<file path="config.mk">
export PLATFORM = sky130hd
export DESIGN_NAME = dma_bus_arbiter
export DESIGN_NICKNAME = d
export VERILOG_FILES = /design/src/rtl/arb_pkg.sv /design/src/rtl/arb_req_gen.sv /design/src/rtl/arb_pick.sv /design/src/rtl/arb_mask_ctl.sv /design/src/rtl/dma_bus_arbiter.sv
export SDC_FILE = /design/constraint.sdc
export NUM_CORES = 1
export LEC_CHECK = 0
export ABC_AREA = 1
export BUFFER_PORTS_ARGS = -buffer_cell sky130_fd_sc_hd__buf_4
export CORE_ASPECT_RATIO = 0.8
export CORE_UTILIZATION = 37
export CTS_BUF_LIST = sky130_fd_sc_hd__clkbuf_16
export CTS_CLUSTER_SIZE = 16
export DETAILED_ROUTE_END_ITERATION = 7
export GPL_TIMING_DRIVEN = 0
export PLACE_DENSITY = 0.79
export REMOVE_ABC_BUFFERS = 1
export SETUP_SLACK_MARGIN = 0.3
export SKIP_LAST_GASP = 1
export SLEW_MARGIN = 15
export SYNTH_ARGS = -nofsm -noshare
export SYNTH_HDL_FRONTEND = slang
export SYNTH_SLANG_ARGS = --single-unit
</file>
<file path="constraint.sdc">
create_clock -name clk -period 1.26 [get_ports clk]
set_input_delay 0.063 -clock clk [delete_from_list [all_inputs] [get_ports clk]]
set_output_delay 0.063 -clock clk [all_outputs]
set_load 0.02 [all_outputs]
</file>
<file path="src/rtl/arb_pkg.sv">
package arb_pkg;
  // Configuration word layout per channel
  localparam int CFG_W     = 16;
  localparam int WR_LSB    = 0;
  localparam int RD_LSB    = 8;
  localparam int CODE_W    = 3;
  // Threshold granule is 2**UNIT_LOG2 bytes
  localparam int UNIT_LOG2 = 5;
  // Width needed to hold (2**CODE_W) << UNIT_LOG2
  localparam int LIM_W     = CODE_W + UNIT_LOG2 + 1;
endpackage

</file>
<file path="src/rtl/arb_req_gen.sv">
module arb_req_gen
  import arb_pkg::*;
#(
  parameter int LVL_W = 11
) (
  input  logic [CFG_W-1:0] cfg_word,
  input  logic [LVL_W-1:0] fill_bytes,
  input  logic [LVL_W-1:0] free_bytes,
  input  logic             dir_rd,
  output logic             req
);
  localparam int CMP_W = (LVL_W > LIM_W) ? LVL_W : LIM_W;

  logic [CODE_W-1:0] wr_code;
  logic [CODE_W-1:0] rd_code;
  logic [LIM_W-1:0]  wr_lim;
  logic [LIM_W-1:0]  rd_lim;
  logic              wr_hit;
  logic              rd_hit;
  logic              cfg_unused;

  assign wr_code = cfg_word[WR_LSB +: CODE_W];
  assign rd_code = cfg_word[RD_LSB +: CODE_W];

  // Reserved configuration bits are not decoded
  assign cfg_unused = ^{cfg_word[CFG_W-1:RD_LSB+CODE_W],
                        cfg_word[RD_LSB-1:WR_LSB+CODE_W]};

  // Limit = (code + 1) granules
  assign wr_lim = (LIM_W'(wr_code) + LIM_W'(1)) << UNIT_LOG2;
  assign rd_lim = (LIM_W'(rd_code) + LIM_W'(1)) << UNIT_LOG2;

  assign wr_hit = CMP_W'(fill_bytes) > CMP_W'(wr_lim);
  assign rd_hit = CMP_W'(free_bytes) > CMP_W'(rd_lim);

  assign req = dir_rd ? rd_hit : wr_hit;
endmodule

</file>
<file path="src/rtl/arb_pick.sv">
module arb_pick #(
  parameter int N = 4
) (
  input  logic [N-1:0] cand,
  output logic [N-1:0] pick_oh
);
  logic [N-1:0] lower_any;

  assign lower_any[0] = 1'b0;

  generate
    for (genvar g = 1; g < N; g++) begin : g_chain
      assign lower_any[g] = lower_any[g-1] | cand[g-1];
    end
  endgenerate

  assign pick_oh = cand & ~lower_any;
endmodule

</file>
<file path="src/rtl/arb_mask_ctl.sv">
module arb_mask_ctl #(
  parameter int N = 4
) (
  input  logic [N-1:0] req,
  input  logic [N-1:0] mask_q,
  output logic [N-1:0] pick_oh,
  output logic [N-1:0] mask_upd
);
  logic [N-1:0] eligible;
  logic         none_open;
  logic [N-1:0] cand;

  assign eligible  = req & ~mask_q;
  assign none_open = ~|eligible;
  assign cand      = none_open ? req : eligible;

  arb_pick #(.N(N)) u_pick (
    .cand    (cand),
    .pick_oh (pick_oh)
  );

  assign mask_upd = (none_open ? '0 : mask_q) | pick_oh;
endmodule

</file>
<file path="src/rtl/dma_bus_arbiter.sv">
module dma_bus_arbiter
  import arb_pkg::*;
#(
  parameter int NUM_CH = 4,
  parameter int LVL_W  = 11
) (
  input  logic                    clk,
  input  logic                    rst_n,
  input  logic [NUM_CH*CFG_W-1:0] cfg_words,
  input  logic [NUM_CH*LVL_W-1:0] fifo_fill,
  input  logic [NUM_CH*LVL_W-1:0] fifo_free,
  input  logic [NUM_CH-1:0]       dir_rd,
  input  logic [NUM_CH-1:0]       xfer_done,
  output logic [NUM_CH-1:0]       grant,
  output logic                    grant_valid
);
  logic [NUM_CH-1:0] req_vec;
  logic [NUM_CH-1:0] pick_oh;
  logic [NUM_CH-1:0] mask_upd;
  logic [NUM_CH-1:0] grant_q, grant_d;
  logic [NUM_CH-1:0] mask_q, mask_d;
  logic              bus_idle;
  logic              release_hit;
  logic              upd_en;

  generate
    for (genvar c = 0; c < NUM_CH; c++) begin : g_req
      arb_req_gen #(.LVL_W(LVL_W)) u_req (
        .cfg_word   (cfg_words[c*CFG_W +: CFG_W]),
        .fill_bytes (fifo_fill[c*LVL_W +: LVL_W]),
        .free_bytes (fifo_free[c*LVL_W +: LVL_W]),
        .dir_rd     (dir_rd[c]),
        .req        (req_vec[c])
      );
    end
  endgenerate

  arb_mask_ctl #(.N(NUM_CH)) u_mask (
    .req      (req_vec),
    .mask_q   (mask_q),
    .pick_oh  (pick_oh),
    .mask_upd (mask_upd)
  );

  assign bus_idle    = ~|grant_q;
  assign release_hit = |(grant_q & xfer_done);
  assign upd_en      = bus_idle | release_hit;

  // Next state
  always_comb begin
    grant_d = grant_q;
    mask_d  = mask_q;
    if (bus_idle) begin
      grant_d = pick_oh;
      mask_d  = mask_upd;
    end else if (release_hit) begin
      grant_d = '0;
    end
  end

  // State registers
  always_ff @(posedge clk or negedge rst_n) begin
    if (!rst_n) begin
      grant_q <= '0;
      mask_q  <= '0;
    end else if (upd_en) begin
      grant_q <= grant_d;
      mask_q  <= mask_d;
    end
  end

  assign grant       = grant_q;
  assign grant_valid = |grant_q;
endmodule

</file>
After elaboration in Yosys (flattened, before gate mapping)
Index checks and enable logic that the tools add are counted.
- output and inout port bits: 5
- RAM bits: 0
- memories kept: 0
- word-level logic and storage cells: 43
- bits in latches: 0
- bits in read-only memories: 0
- flip-flop bits (word level): 8
- input port bits: 162
- $add $sub $neg: 8
- equal/unequal tests: 1
- reductions and logical operators: 6
- order comparisons: 8
- shifts and indexed selects: 0
- div/mod/pow operators: 0
- bitwise logic cells: 10
- multipliers: 0
- muxes and demuxes: 8
- operators with widths (kind ; count):
    11-bit by 9-bit greater-than comparator with 1-bit output ; 8
    3-bit by 1-bit adder with 4-bit output (second input constant) ; 8
    4-bit 2-to-1 mux ; 4
    4-bit AND ; 3
    4-bit OR reduction ; 3
    4-bit NOT ; 2
    1-bit 2-to-1 mux ; 4
    4-bit bitwise OR ; 1
    2-bit AND reduction ; 2
    1-bit bitwise OR ; 3
    2-bit by 1-bit != test with 1-bit output (second input constant) ; 1
    1-bit zero test ; 1
    1-bit NOT ; 1

Longest topological paths before layout
Gate-level depths: netlist of the first run.
- word-level depth: 11
- depth in mapped cells: 17
- gate-level depth less buffers: 17

Cells and area by module
A second synthesis of the first run with hierarchy kept.
- cells, all modules: 396
- area, all modules: 2209.6 sq um
- by module, submodules not included (module ; area each (sq um) ; cells each ; instances ; sequential area each (sq um)):
    arb_req_gen ; 409.1 ; 78 ; 4 ; 0.0
    dma_bus_arbiter ; 399.1 ; 44 ; 1 ; 200.2
    arb_mask_ctl ; 136.4 ; 31 ; 1 ; 0.0
    arb_pick ; 37.5 ; 9 ; 1 ; 0.0

Worst setup path after synthesis of the first run
No wires, ideal clock.
- path kind: input -> register
- start point: input port cfg_words[8]
- end point: register grant_q[3], in the netlist grant[3]
- path slack: -0.428 ns
- setup time: 0.118 ns
- buffers on the path: 0
- arrival: 1.570 ns
- cell stages on the path: 16
- required time: 1.142 ns
- path through: ha_1 -> xnor2_1 -> ha_1 -> nand2_1 -> nor2_1 -> nand3_1 -> nand3_2 -> nand2_4 -> nand2_8 -> nand2_4 -> nor2_4 -> nand2_2 -> nand2_1 -> nor2_1 -> nand2_1 -> nand2_1
- cells in the longest elaborated chain, start to end: 11
- ends and longest elaborated chain (what ; line ; source):
    from (decl) ; dma_bus_arbiter.sv:9 ; input logic [NUM_CH*CFG_W-1:0] cfg_words,
    3-bit by 1-bit adder with 4-bit output * ; arb_req_gen.sv:31 ; assign rd_lim = (LIM_W'(rd_code) + LIM_W'(1)) << UNIT_LOG2;
    11-bit by 9-bit greater-than comparator with 1-bit output * ; arb_req_gen.sv:34 ; assign rd_hit = CMP_W'(free_bytes) > CMP_W'(rd_lim);
    1-bit 2-to-1 mux * ; arb_req_gen.sv:36 ; assign req = dir_rd ? rd_hit : wr_hit;
    4-bit AND ; arb_mask_ctl.sv:13 ; assign eligible = req & ~mask_q;
    4-bit OR reduction ; arb_mask_ctl.sv:14 ; assign none_open = ~|eligible;
    4-bit 2-to-1 mux * ; arb_mask_ctl.sv:15 ; assign cand = none_open ? req : eligible;
    1-bit bitwise OR (2 in series) ; arb_pick.sv:13 ; assign lower_any[g] = lower_any[g-1] | cand[g-1];
    4-bit NOT ; arb_pick.sv:17 ; assign pick_oh = cand & ~lower_any;
    4-bit AND * ; arb_pick.sv:17 ;
    4-bit 2-to-1 mux * ; dma_bus_arbiter.sv:53 ; if (bus_idle) begin
    to (signal assigned) ; dma_bus_arbiter.sv:67 ; grant_q <= grant_d;
    to (decl) ; dma_bus_arbiter.sv:20 ; logic [NUM_CH-1:0] grant_q, grant_d;
Mark *: on every way between the ends. The rest lies on a longest branch, timed or not.
A chain may end at the register's enable or synchronous reset.

Worst setup path in the final report of the first run
- start point: input port cfg_words[8]
- end point: register mask_q[3]
- cells in the longest elaborated chain, start to end: 11
- elaborated cells between the ends (all ways): 12
- those cells by class: add/sub (1); order compare (1); mux (3); bitwise (6); reduce/logical (1)
- ends and longest elaborated chain (what ; line ; source):
    3-bit by 1-bit adder with 4-bit output * ; arb_req_gen.sv:31 ;
    11-bit by 9-bit greater-than comparator with 1-bit output * ; arb_req_gen.sv:34 ;
    1-bit 2-to-1 mux * ; arb_req_gen.sv:36 ;
    4-bit AND ; arb_mask_ctl.sv:13 ;
    4-bit OR reduction ; arb_mask_ctl.sv:14 ;
    4-bit 2-to-1 mux ; arb_mask_ctl.sv:15 ;
    1-bit bitwise OR (2 in series) ; arb_pick.sv:13 ;
    4-bit NOT ; arb_pick.sv:17 ;
    4-bit AND ; arb_pick.sv:17 ;
    4-bit bitwise OR * ; arb_mask_ctl.sv:22 ; assign mask_upd = (none_open ? '0 : mask_q) | pick_oh;
    to (signal assigned) ; dma_bus_arbiter.sv:68 ; mask_q <= mask_d;
    to (decl) ; dma_bus_arbiter.sv:21 ; logic [NUM_CH-1:0] mask_q, mask_d;
Marked as above.

==> metrics, run 1 <==
number of buffers created by CTS=3; area post-placement=3144 sq um; placed wire-length estimate after detailed placement=4514 um; TritonCTS clock tree=yes; peak ir drop on the vdd network=0.0006834 V; Post-Synthesis Cells=359; WL/cell=9.491 um; share of synthesized area occupied by flip-flops and latches=9.529%; later-pin clock latency in the skew report=0.23 ns; final cell count without fillers=579; global-route wire length before repair=9163 um; overall fraction of global-route tracks in use=18.26%; crit path launch type=input pin; routability congestion estimate=0.8158; cell area after layout=3581 sq um; total length of routed wires=5495 um; number of violations reported at the end of detailed-routing iteration 0=36; post-CTS clock slew at the launch and capture registers of the worst setup and hold paths=0.03 ns; root cell of the clock tree=sky130_fd_sc_hd__clkbuf_16; outcome=complete, but fails checks; synth-to-layout area growth=70.46%; Setup WS post-layout=-0.4684 ns; data required time at the worst endpoint=1.37 ns; Worst-Margin Slew=0.5160 ns; final critical delay including setup and external delays=1.728 ns; power density cells=857.3 nW/um^2; number of sinks handled by clock tree synthesis=8; grt ovf=0; Via Count=2478; Die X=86.25 um; count of cell types in the netlist=26; via-per-instance ratio=4.280; Synth Area per Inst=5.852 sq um; HP Class=input pin to register; count of max-cap constraint violations=0; fraction of final layout cells with drive strength greater than 1=38.32%; Die ar.=5985 sq um; layout filler cell count=499; Site Rows=24; setup repair after global routing missed its margin=yes; initial antenna violation count=0; boundary pin count=167; total number of H-tree levels=1; count of flip-flops with a built-in enable after synthesis=0; synthesized flop and latch total=8; post-layout net count=705; number of port buffers=126; hold slack final=0.1813 ns; Die Y=69.40 um; Register Area=201.4 sq um; area inside the core boundary=5465 sq um; # setup viols final=9; final clock skew=0.0001373 ns; ratio of final minimum period to clock period=137.2%; data arrival time of the worst path=1.84 ns; Final Power=3070 uW; count of antenna-violating nets left after detailed routing=0; placed cells=563; Max Buffers Root-to-Sink=2; Fmax=578.6 MHz; aggregate negative setup slack=-3.507 ns; class of the most critical setup path=input pin to register; vias in the first global route=2413; largest fanout on the critical path=5; worst relative slew slack=65.39%; multi-input combinational cell area=1763 sq um; starting utilization of the core area=38.44%; DRT Pass-1 Iters=4; leading register cell type out of synthesis=sky130_fd_sc_hd__dfrtp_1; Post-synth ARST share=100.0%; number of pins with negative max-slew slack in the final report=0; type of destination of the critical path=register; post-synthesis cell area=2101 sq um; Remaining DRCs=0; maximum number of pins on one net before global-route repair=9; Yosys warning total=0; final antenna diode count=0; Leakage Power=0.002124 uW; violated checks=negative setup slack; Final Hold Violating Endpoints=0
cell usage after synthesis (4+ instances only):
library cell / count / area (sq um)
sky130_fd_sc_hd__inv_1: 92 / 345.3
sky130_fd_sc_hd__nand2_2: 7 / 43.79
sky130_fd_sc_hd__o21bai_1: 8 / 60.06
sky130_fd_sc_hd__ha_1: 40 / 500.5
sky130_fd_sc_hd__nand2_1: 114 / 427.9
sky130_fd_sc_hd__nand3_1: 18 / 90.09
sky130_fd_sc_hd__xnor2_1: 8 / 70.07
sky130_fd_sc_hd__dfrtp_1: 8 / 200.2
sky130_fd_sc_hd__nor2_1: 40 / 150.1
sky130_fd_sc_hd__nand3_2: 4 / 40.04
cells by family after synthesis:
| family | after synthesis | share of synthesized area, % |
|---|---|---|
| flops | 8 | 9.529 |
| compound gates | 14 | 4.586 |
| fa+ha+maj | 40 | 23.82 |
| simple gates | 195 | 41.93 |
| xor+xnor | 8 | 3.335 |
| buf+inv | 94 | 16.80 |
report_power, final:
part	internal [uW]	leakage (uW)	switching, uW
sequential	367	0.0000968	94.6
combinational	1050	0.00199	1040
clock	408	0.0000370	116
stage by stage:
stage | worst slack (ns) | utilization, %
after floorplan | -0.4282 | -
after CTS | -0.4678 | 64.01
after detailed placement | -0.8243 | 57.53
after global routing | -0.6285 | 65.52
final | -0.4684 | 65.52
after global placement | -0.7470 | 57.53
routing by layer:
| layer | track usage [%] | up-vias | wire (um) |
|---|---|---|---|
| met5 | 0 | - | 0 |
| met4 | 2.593 | 0 | 65 |
| met3 | 3.690 | 9 | 389 |
| met2 | 35.36 | 80 | 2785 |
| met1 | 20.69 | 1027 | 2254 |
| li1 | - | 1362 | - |
path summary, 6_finish.rpt:
kind	from	endpoint	slack (ns)	depth (start not counted)
worst max-delay path	cfg_words[8]	mask_q[3]	-0.47	17
worst min-delay path	xfer_done[0]	grant[3]	0.18	4
worst max register to register	grant[3]	grant[2]	-0.12	4
worst min register to register	mask_q[3]	mask_q[3]	0.47	2
max in group asynchronous	rst_n	grant[2]	0.93	2
min in group asynchronous	rst_n	mask_q[0]	0.19	2
registers in the layout, indices dropped and copies added, names as in the netlist:
register,cells
grant,4
mask_q,4
cell usage in the layout (no fill, tap or decap), types with 2 or more instances in the layout:
cell type	instances
sky130_fd_sc_hd__buf_4	129
sky130_fd_sc_hd__nand2_1	107
sky130_fd_sc_hd__inv_1	86
sky130_fd_sc_hd__nor2_1	40
sky130_fd_sc_hd__ha_1	27
sky130_fd_sc_hd__nand3_1	18
sky130_fd_sc_hd__nand2_2	13
sky130_fd_sc_hd__ha_4	13
sky130_fd_sc_hd__inv_2	8
sky130_fd_sc_hd__o21bai_1	8
sky130_fd_sc_hd__dfrtp_1	7
sky130_fd_sc_hd__buf_6	6
sky130_fd_sc_hd__xnor2_1	4
sky130_fd_sc_hd__xnor2_2	4
sky130_fd_sc_hd__nand3_2	4
sky130_fd_sc_hd__nand2_4	3
sky130_fd_sc_hd__o21ai_1	3
sky130_fd_sc_hd__clkbuf_16	3
sky130_fd_sc_hd__buf_8	3
sky130_fd_sc_hd__nor3_1	2
area by class of cell:
cell class                 instances  share of cell area (%)
tap                               78                   2.725
clock buffer                       3                   2.096
inverter                          94                   9.853
multi-input combinational        257                   49.23
timing repair buffer             139                   30.47
sequential                         8                   5.625
what timing repair did:
action | CTS | global route
pin swaps | 57 | 34
hold endpoints to repair | 8 | 0
buffers inserted | 11 | 1
gates resized for setup | 37 | 16
hold buffers | 1 | 0
setup endpoints to repair | 9 | 10
critical path, stage by stage:
cell	delay [ns]
sky130_fd_sc_hd__buf_4	0.13
sky130_fd_sc_hd__ha_4	0.16
sky130_fd_sc_hd__xnor2_1	0.12
sky130_fd_sc_hd__ha_1	0.30
sky130_fd_sc_hd__nand2_1	0.06
sky130_fd_sc_hd__nor2_1	0.11
sky130_fd_sc_hd__nand3_1	0.11
sky130_fd_sc_hd__nand3_2	0.09
sky130_fd_sc_hd__nand2_4	0.07
sky130_fd_sc_hd__nand2_8	0.07
sky130_fd_sc_hd__nand2_4	0.05
sky130_fd_sc_hd__nor2_4	0.16
sky130_fd_sc_hd__nand2_2	0.09
sky130_fd_sc_hd__nand2_2	0.07
sky130_fd_sc_hd__nor2_1	0.04
sky130_fd_sc_hd__nand2_1	0.09
sky130_fd_sc_hd__nand2_1	0.07
Note: power is estimated with default switching activity, not from simulation.
==> run 2, diff against run 1 <==
--- a/config.mk
+++ b/config.mk
@@ -13,11 +13,12 @@
 export CTS_CLUSTER_SIZE = 16
 export DETAILED_ROUTE_END_ITERATION = 7
 export GPL_TIMING_DRIVEN = 0
-export PLACE_DENSITY = 0.79
+export PLACE_DENSITY = 0.78
 export REMOVE_ABC_BUFFERS = 1
 export SETUP_SLACK_MARGIN = 0.3
 export SKIP_LAST_GASP = 1
 export SLEW_MARGIN = 15
 export SYNTH_ARGS = -nofsm -noshare
 export SYNTH_HDL_FRONTEND = slang
+export SYNTH_HIERARCHICAL = 1
 export SYNTH_SLANG_ARGS = --single-unit
==> run 2 against run 1 <==
Against the previous run:
- the flow still finishes with violations (negative setup slack)
- largest power group unchanged
- final cell count up 7.6%
- sequential power grew 5.0%
- synthesized area increased by 5.2%
- cell area rose by 7.6%
- power increased by 25%
- highest routed layer unchanged
- first-iteration DRC count grew 67%
- sequential share of layout area down 0.43 points
==> metrics, run 2 <==
outcome=complete, but fails checks; violated checks=negative setup slack; Yosys top cell area share=22.65% (-1.2 points); chain of cells forming the critical path=buf_4 -> ha_4 -> xnor2_2 -> ha_1 -> nand2_1 -> nor2_1 -> nand3_1 -> nand3_1 -> nand2_2 -> nand2_2 -> nand2_4 -> nor2_4 -> nand2_2 -> nand2_4 -> inv_2 -> nand2_4 -> nor2_4 -> inv_1 -> nand2_1 -> inv_1 -> o21ai_2; Yosys warning total=6 (+6); # setup viols final=8 (-1); share of synthesized area occupied by flip-flops and latches=9.060% (-0.47 points); number of buffers created by CTS=3 (unchanged); HP Class=input pin to asynchronous set/reset pin; total length of routed wires=6320 um (+15%); setup repair after global routing missed its margin=yes; Via Count=2722 (+9.8%); cell taking the most area after synthesis=sky130_fd_sc_hd__ha_1; root cell of the clock tree=sky130_fd_sc_hd__clkbuf_16; layout filler cell count=473 (-5.2%); Post-Synthesis Cells=396 (+10%); Die ar.=6287 sq um (+5.0%); number of port buffers=126 (unchanged); synth-to-layout area growth=74.41%; final cell count without fillers=623 (+7.6%); final critical delay including setup and external delays=1.968 ns (+0.2395 ns); crit path launch type=input pin; placed cells=598 (+6.2%); final cell utilization of the core=68.63% (+3.1 points); boundary pin count=167 (unchanged); area inside the core boundary=5615 sq um (+2.7%); class of the most critical setup path=input pin to register; Die Y=71.12 um (+2.5%); leading register cell type out of synthesis=sky130_fd_sc_hd__dfrtp_1; Fmax=508.2 MHz (-12%); maximum number of pins on one net before global-route repair=9 (unchanged); number of violations reported at the end of detailed-routing iteration 0=60 (+67%); DRT Pass-1 Iters=4 (unchanged); later-pin clock latency in the skew report=0.23 ns (about the same); via-per-instance ratio=4.369 (+2.1%); TritonCTS clock tree=yes; number of pins with negative max-slew slack in the final report=0 (unchanged); placed wire-length estimate after detailed placement=4532 um (+0.39%); Site Rows=24 (unchanged); commonest cells in the netlist=123 x sky130_fd_sc_hd__nand2_1, 116 x sky130_fd_sc_hd__inv_1, 44 x sky130_fd_sc_hd__nor2_1, 40 x sky130_fd_sc_hd__ha_1, 28 x sky130_fd_sc_hd__nand3_1; final clock skew=0.001638 ns (+0.001501 ns); count leader, synth=sky130_fd_sc_hd__nand2_1; cell types with the largest area share after synthesis=sky130_fd_sc_hd__ha_1 23%, sky130_fd_sc_hd__nand2_1 21%, sky130_fd_sc_hd__inv_1 20%; count of antenna-violating nets left after detailed routing=0 (unchanged); Remaining DRCs=0 (unchanged); global-route wire length before repair=10220 um (+12%); peak ir drop on the vdd network=0.0006510 V (-4.7%); synthesized flop and latch total=8 (unchanged); grt ovf=0 (unchanged); data arrival time of the worst path=2.09 ns (+0.25 ns); Leakage Power=0.002285 uW (+7.6%); routing usage on met1=22.37% (+1.7 points); worst relative slew slack=83.73% (+18 points); Synth Area per Inst=5.580 sq um (-4.6%); count of flip-flops with a built-in enable after synthesis=0 (unchanged); initial antenna violation count=0 (unchanged); Worst path max stage delay=0.30 ns (about the same); routability congestion estimate=0.7603 (-6.8%); Final Power=3837 uW (+25%); post-CTS clock slew at the launch and capture registers of the worst setup and hold paths=0.04 ns (about the same); largest fanout on the critical path=4 (-1); fraction of final layout cells with drive strength greater than 1=40.18% (+1.9 points); commonest non-fill, non-tap cells in the layout=132 x sky130_fd_sc_hd__buf_4, 109 x sky130_fd_sc_hd__nand2_1, 102 x sky130_fd_sc_hd__inv_1; count of max-cap constraint violations=0 (unchanged); Worst Setup Slack post-DPL=-1.050 ns (-0.2262 ns); CP max stage cell=sky130_fd_sc_hd__ha_1; final antenna diode count=0 (unchanged); vias in the first global route=2613 (+8.3%); Worst-Margin Slew=0.2431 ns (-0.2729 ns); starting utilization of the core area=39.35% (+0.91 points); Max Buffers Root-to-Sink=2 (unchanged); overall fraction of global-route tracks in use=19.77% (+1.5 points); kind of cell adding the most delay to the critical path=simple AND/OR/NAND/NOR gates; total number of H-tree levels=1 (unchanged); type of destination of the critical path=register; fraction of met2 tracks used by global routing=39.66% (+4.3 points); post-synthesis cell area=2210 sq um (+5.2%); global route hottest layer=met2; Final Hold Violating Endpoints=0 (unchanged); data required time at the worst endpoint=1.38 ns (about the same); Die X=88.40 um (+2.5%); count of cell types in the netlist=18 (-31%); Setup WS post-layout=-0.7079 ns (-0.2395 ns); post-layout net count=749 (+6.2%); Post-synth ARST share=100.0% (unchanged); WL/cell=10.14 um (+6.9%); most common library cell in the layout ignoring fill and taps=sky130_fd_sc_hd__buf_4; ratio of final minimum period to clock period=156.2% (+19 points); hold slack final=0.1976 ns (+0.01632 ns); power density cells=995.5 nW/um^2 (+16%); number of sinks handled by clock tree synthesis=8 (unchanged); met3 GRT Util=3.267% (-0.42 points); number of buffers and inverters on the critical path=4 (+3)
run 2: report_power, final:
part | switching, uW | leakage, uW | total (uW) | internal (uW)
clock | 132 | 0.0000370 | 542 | 410
combinational | 1420 | 0.00215 | 2810 | 1390
sequential | 109 | 0.000102 | 485 | 376
run 2: metal layers:
layer  wire length [um]  share of wire [%]
met1               2581                 41
met2               3421                 54
met5                  0                  0
met4                 38               0.60
met3                279                4.4
run 2: worst paths after layout:
| kind | startpoint | end | slack, ns | cells past startpoint |
|---|---|---|---|---|
| worst max-delay path | cfg_words[24] | mask_q[3] | -0.71 | 21 |
| worst min-delay path | rst_n | grant[0] | 0.20 | 2 |
| worst max register to register | mask_q[3] | mask_q[3] | -0.21 | 13 |
| worst min register to register | mask_q[1] | mask_q[1] | 0.51 | 2 |
| max in group asynchronous | rst_n | mask_q[1] | 0.93 | 2 |
| min in group clk | xfer_done[3] | grant[0] | 0.21 | 6 |
run 2: stage by stage:
| stage | cell area, sq um | TNS [ns] |
|---|---|---|
| final | 3854 | -5.178 |
| after global routing | 3854 | -6.163 |
| after CTS | 3704 | -4.566 |
| after detailed placement | 3234 | -7.542 |
| after global placement | 3234 | -7.432 |
| after floorplan | 2191 | -4.482 |
run 2: cells by family after synthesis:
kind of cell	Yosys count	share of synthesized area [%]
AOI/OAI and AO/OA	16	5.889
adders and majority gates	40	22.65
buffers and inverters	119	20.72
xor gates and xnor gates	8	3.171
and+or+nand+nor	205	38.50
DFF	8	9.060
run 2: repair_timing:
action,CTS,global route
gates resized for setup,60,24
setup buffers,12,9
hold endpoints to repair,8,0
endpoints found under the setup margin,9,10
hold buffers,1,0
pin swaps,76,24
run 2: final cells by class:
type                       instances  area [sq um]  area share (%)
sequential                         8         200.2           5.195
inverter                         117         439.2           11.40
tap                               78         97.59           2.532
multi-input combinational        269          1864           48.38
timing repair buffer             148          1177           30.55
clock buffer                       3         75.07           1.948
==> run 3, diff against run 2 <==
--- a/config.mk
+++ b/config.mk
@@ -13,7 +13,7 @@
 export CTS_CLUSTER_SIZE = 16
 export DETAILED_ROUTE_END_ITERATION = 7
 export GPL_TIMING_DRIVEN = 0
-export PLACE_DENSITY = 0.78
+export PLACE_DENSITY_LB_ADDON = 0.3
 export REMOVE_ABC_BUFFERS = 1
 export SETUP_SLACK_MARGIN = 0.3
 export SKIP_LAST_GASP = 1
==> run 3 against run 2 <==
Against the previous run:
- the flow still finishes with violations (negative setup slack)
- maximum frequency down 0.23%
- sequential power up 2%
- final cell count down 0.48%
- non-clock buffer count down 3
- largest power group unchanged
- largest cell class unchanged
- core utilization up 0.47 points
- flip-flop and latch count unchanged
==> metrics, run 3 (synthesis gave the netlist of run 2 again) <==
outcome=complete, but fails checks; violated checks=negative setup slack; worst relative slew slack=81.99% (-1.7 points); reg-to-reg startpoint=mask_q[0]; root cell of the clock tree=sky130_fd_sc_hd__clkbuf_16; starting utilization of the core area=39.35% (unchanged); setup repair after global routing missed its margin=yes; Final Hold Violating Endpoints=0 (unchanged); Die X=88.40 um (unchanged); crit path launch type=input pin; final antenna diode count=0 (unchanged); number of gates on the worst path with buffers counted=21 (unchanged); final cell count without fillers=620 (-0.48%); synth-to-layout area growth=75.59%; Worst-Margin Slew=0.2692 ns (+0.02610 ns); DRT Pass-1 Iters=4 (unchanged); grt ovf=0 (unchanged); count of antenna-violating nets left after detailed routing=0 (unchanged); number of sinks handled by clock tree synthesis=8 (unchanged); data required time at the worst endpoint=1.38 ns (about the same); power density cells=957.1 nW/um^2 (-3.9%); Worst Setup EP=mask_q[3]; post-layout net count=746 (-0.40%); via-per-instance ratio=4.329 (-0.92%); overall fraction of global-route tracks in use=19.25% (-0.51 points); final clock skew=0.001457 ns (-0.0001807 ns); boundary pin count=167 (unchanged); Worst path max stage delay=0.30 ns (about the same); number of port buffers=126 (unchanged); fraction of final layout cells with drive strength greater than 1=41.14% (+0.96 points); placed cells=598 (unchanged); most common library cell in the layout ignoring fill and taps=sky130_fd_sc_hd__buf_4; ratio of final minimum period to clock period=156.5% (+0.36 points); total length of routed wires=6223 um (-1.5%); Fmax=507.0 MHz (-0.23%); global-route wire length before repair=9949 um (-2.6%); aggregate negative setup slack=-5.137 ns (+0.04103 ns); vias in the first global route=2606 (-0.27%); final critical delay including setup and external delays=1.972 ns (+0.004506 ns); worst reg2reg path endpoint=mask_q[3]; Leakage Power=0.002293 uW (+0.36%); area post-placement=3234 sq um (unchanged); internal reg-to-reg setup slack=-0.18 ns (+0.03 ns); Site Rows=24 (unchanged); cell area after layout=3880 sq um (+0.68%); number of buffers and inverters on the critical path=4 (unchanged); number of buffers created by CTS=3 (unchanged); later-pin clock latency in the skew report=0.23 ns (about the same); critical path's most frequent cell=sky130_fd_sc_hd__nand2_4; number of pins with negative max-slew slack in the final report=0 (unchanged); chain of cells forming the critical path=buf_6 -> ha_4 -> xnor2_2 -> ha_1 -> nand2_1 -> nor2_1 -> nand3_1 -> nand3_2 -> nand2_4 -> nand2_4 -> nand2_4 -> nor2_4 -> nand2_1 -> nand2_2 -> inv_2 -> nand2_4 -> nor2_4 -> inv_1 -> nand2_1 -> inv_2 -> o21ai_2; placed wire-length estimate after detailed placement=4705 um (+3.8%); post-CTS clock slew at the launch and capture registers of the worst setup and hold paths=0.04 ns (about the same); initial antenna violation count=0 (unchanged); Final Power=3714 uW (-3.2%); total number of H-tree levels=1 (unchanged); commonest non-fill, non-tap cells in the layout=129 x sky130_fd_sc_hd__buf_4, 111 x sky130_fd_sc_hd__nand2_1, 100 x sky130_fd_sc_hd__inv_1; routability congestion estimate=0.7529 (-0.97%); Die Y=71.12 um (unchanged); TritonCTS clock tree=yes; Setup WS post-layout=-0.7124 ns (-0.004506 ns); worst reg-to-reg path cell count=13 (unchanged); CP max stage cell=sky130_fd_sc_hd__ha_1; largest fanout on the critical path=4 (unchanged); final cell utilization of the core=69.10% (+0.47 points); Remaining DRCs=0 (unchanged); type of destination of the critical path=register; number of violations reported at the end of detailed-routing iteration 0=39 (-35%); # setup viols final=8 (unchanged); class of the most critical setup path=input pin to register; Via Count=2684 (-1.4%); data arrival time of the worst path=2.09 ns (about the same); kind of cell adding the most delay to the critical path=simple AND/OR/NAND/NOR gates; Die ar.=6287 sq um (unchanged); peak ir drop on the vdd network=0.0006935 V (+6.5%); HP Class=input pin to asynchronous set/reset pin; Max Buffers Root-to-Sink=2 (unchanged); maximum number of pins on one net before global-route repair=9 (unchanged); Worst Setup SP=cfg_words[1]; area inside the core boundary=5615 sq um (unchanged); count of max-cap constraint violations=0 (unchanged); WL/cell=10.04 um (-1.1%)
## run 3: area by class of cell
type / instances / area [sq um]
inverter: 117 / 439.2
sequential: 8 / 201.4
tap: 78 / 97.59
timing repair buffer: 145 / 1162
clock buffer: 3 / 75.07
multi-input combinational: 269 / 1904
fill: 474 / 1735
## run 3: worst min path at each step
stage,to,depth (start not counted)
final,mask_q[1],2
after global routing,grant[1],2
after CTS,mask_q[1],2
after detailed placement,grant[0],1
after global placement,grant[0],1
after floorplan,grant[0],0
## run 3: through the flow
step	hold WS, ns	worst slack, ns
floorplan	-0.2326	-0.6519
global placement	-0.1123	-1.053
detailed placement	-0.1130	-1.075
CTS	0.2007	-0.6332
global route	0.2096	-0.8301
finish	0.1916	-0.7124
## run 3: routing by layer
metal / GRT usage (%) / wire, um
met2: 38.38 / 3315
met3: 4.201 / 361
met5: 0 / 0
met4: 1.792 / 39
met1: 21.09 / 2506
## run 3: report_power, final
part           leakage (uW)  switching [uW]  internal [uW]
combinational       0.00216            1360           1330
clock             0.0000370             123            409
sequential         0.000100             115            380
total               0.00229            1600           2120
## run 3: what timing repair did
action                                  4_1_cts  5_1_grt
hold buffers                                  1        0
setup buffers                                14        4
endpoints found under the hold margin         8        0
endpoints found under the setup margin        9        9
pin swaps                                    60       60
gates resized for setup                      57       38
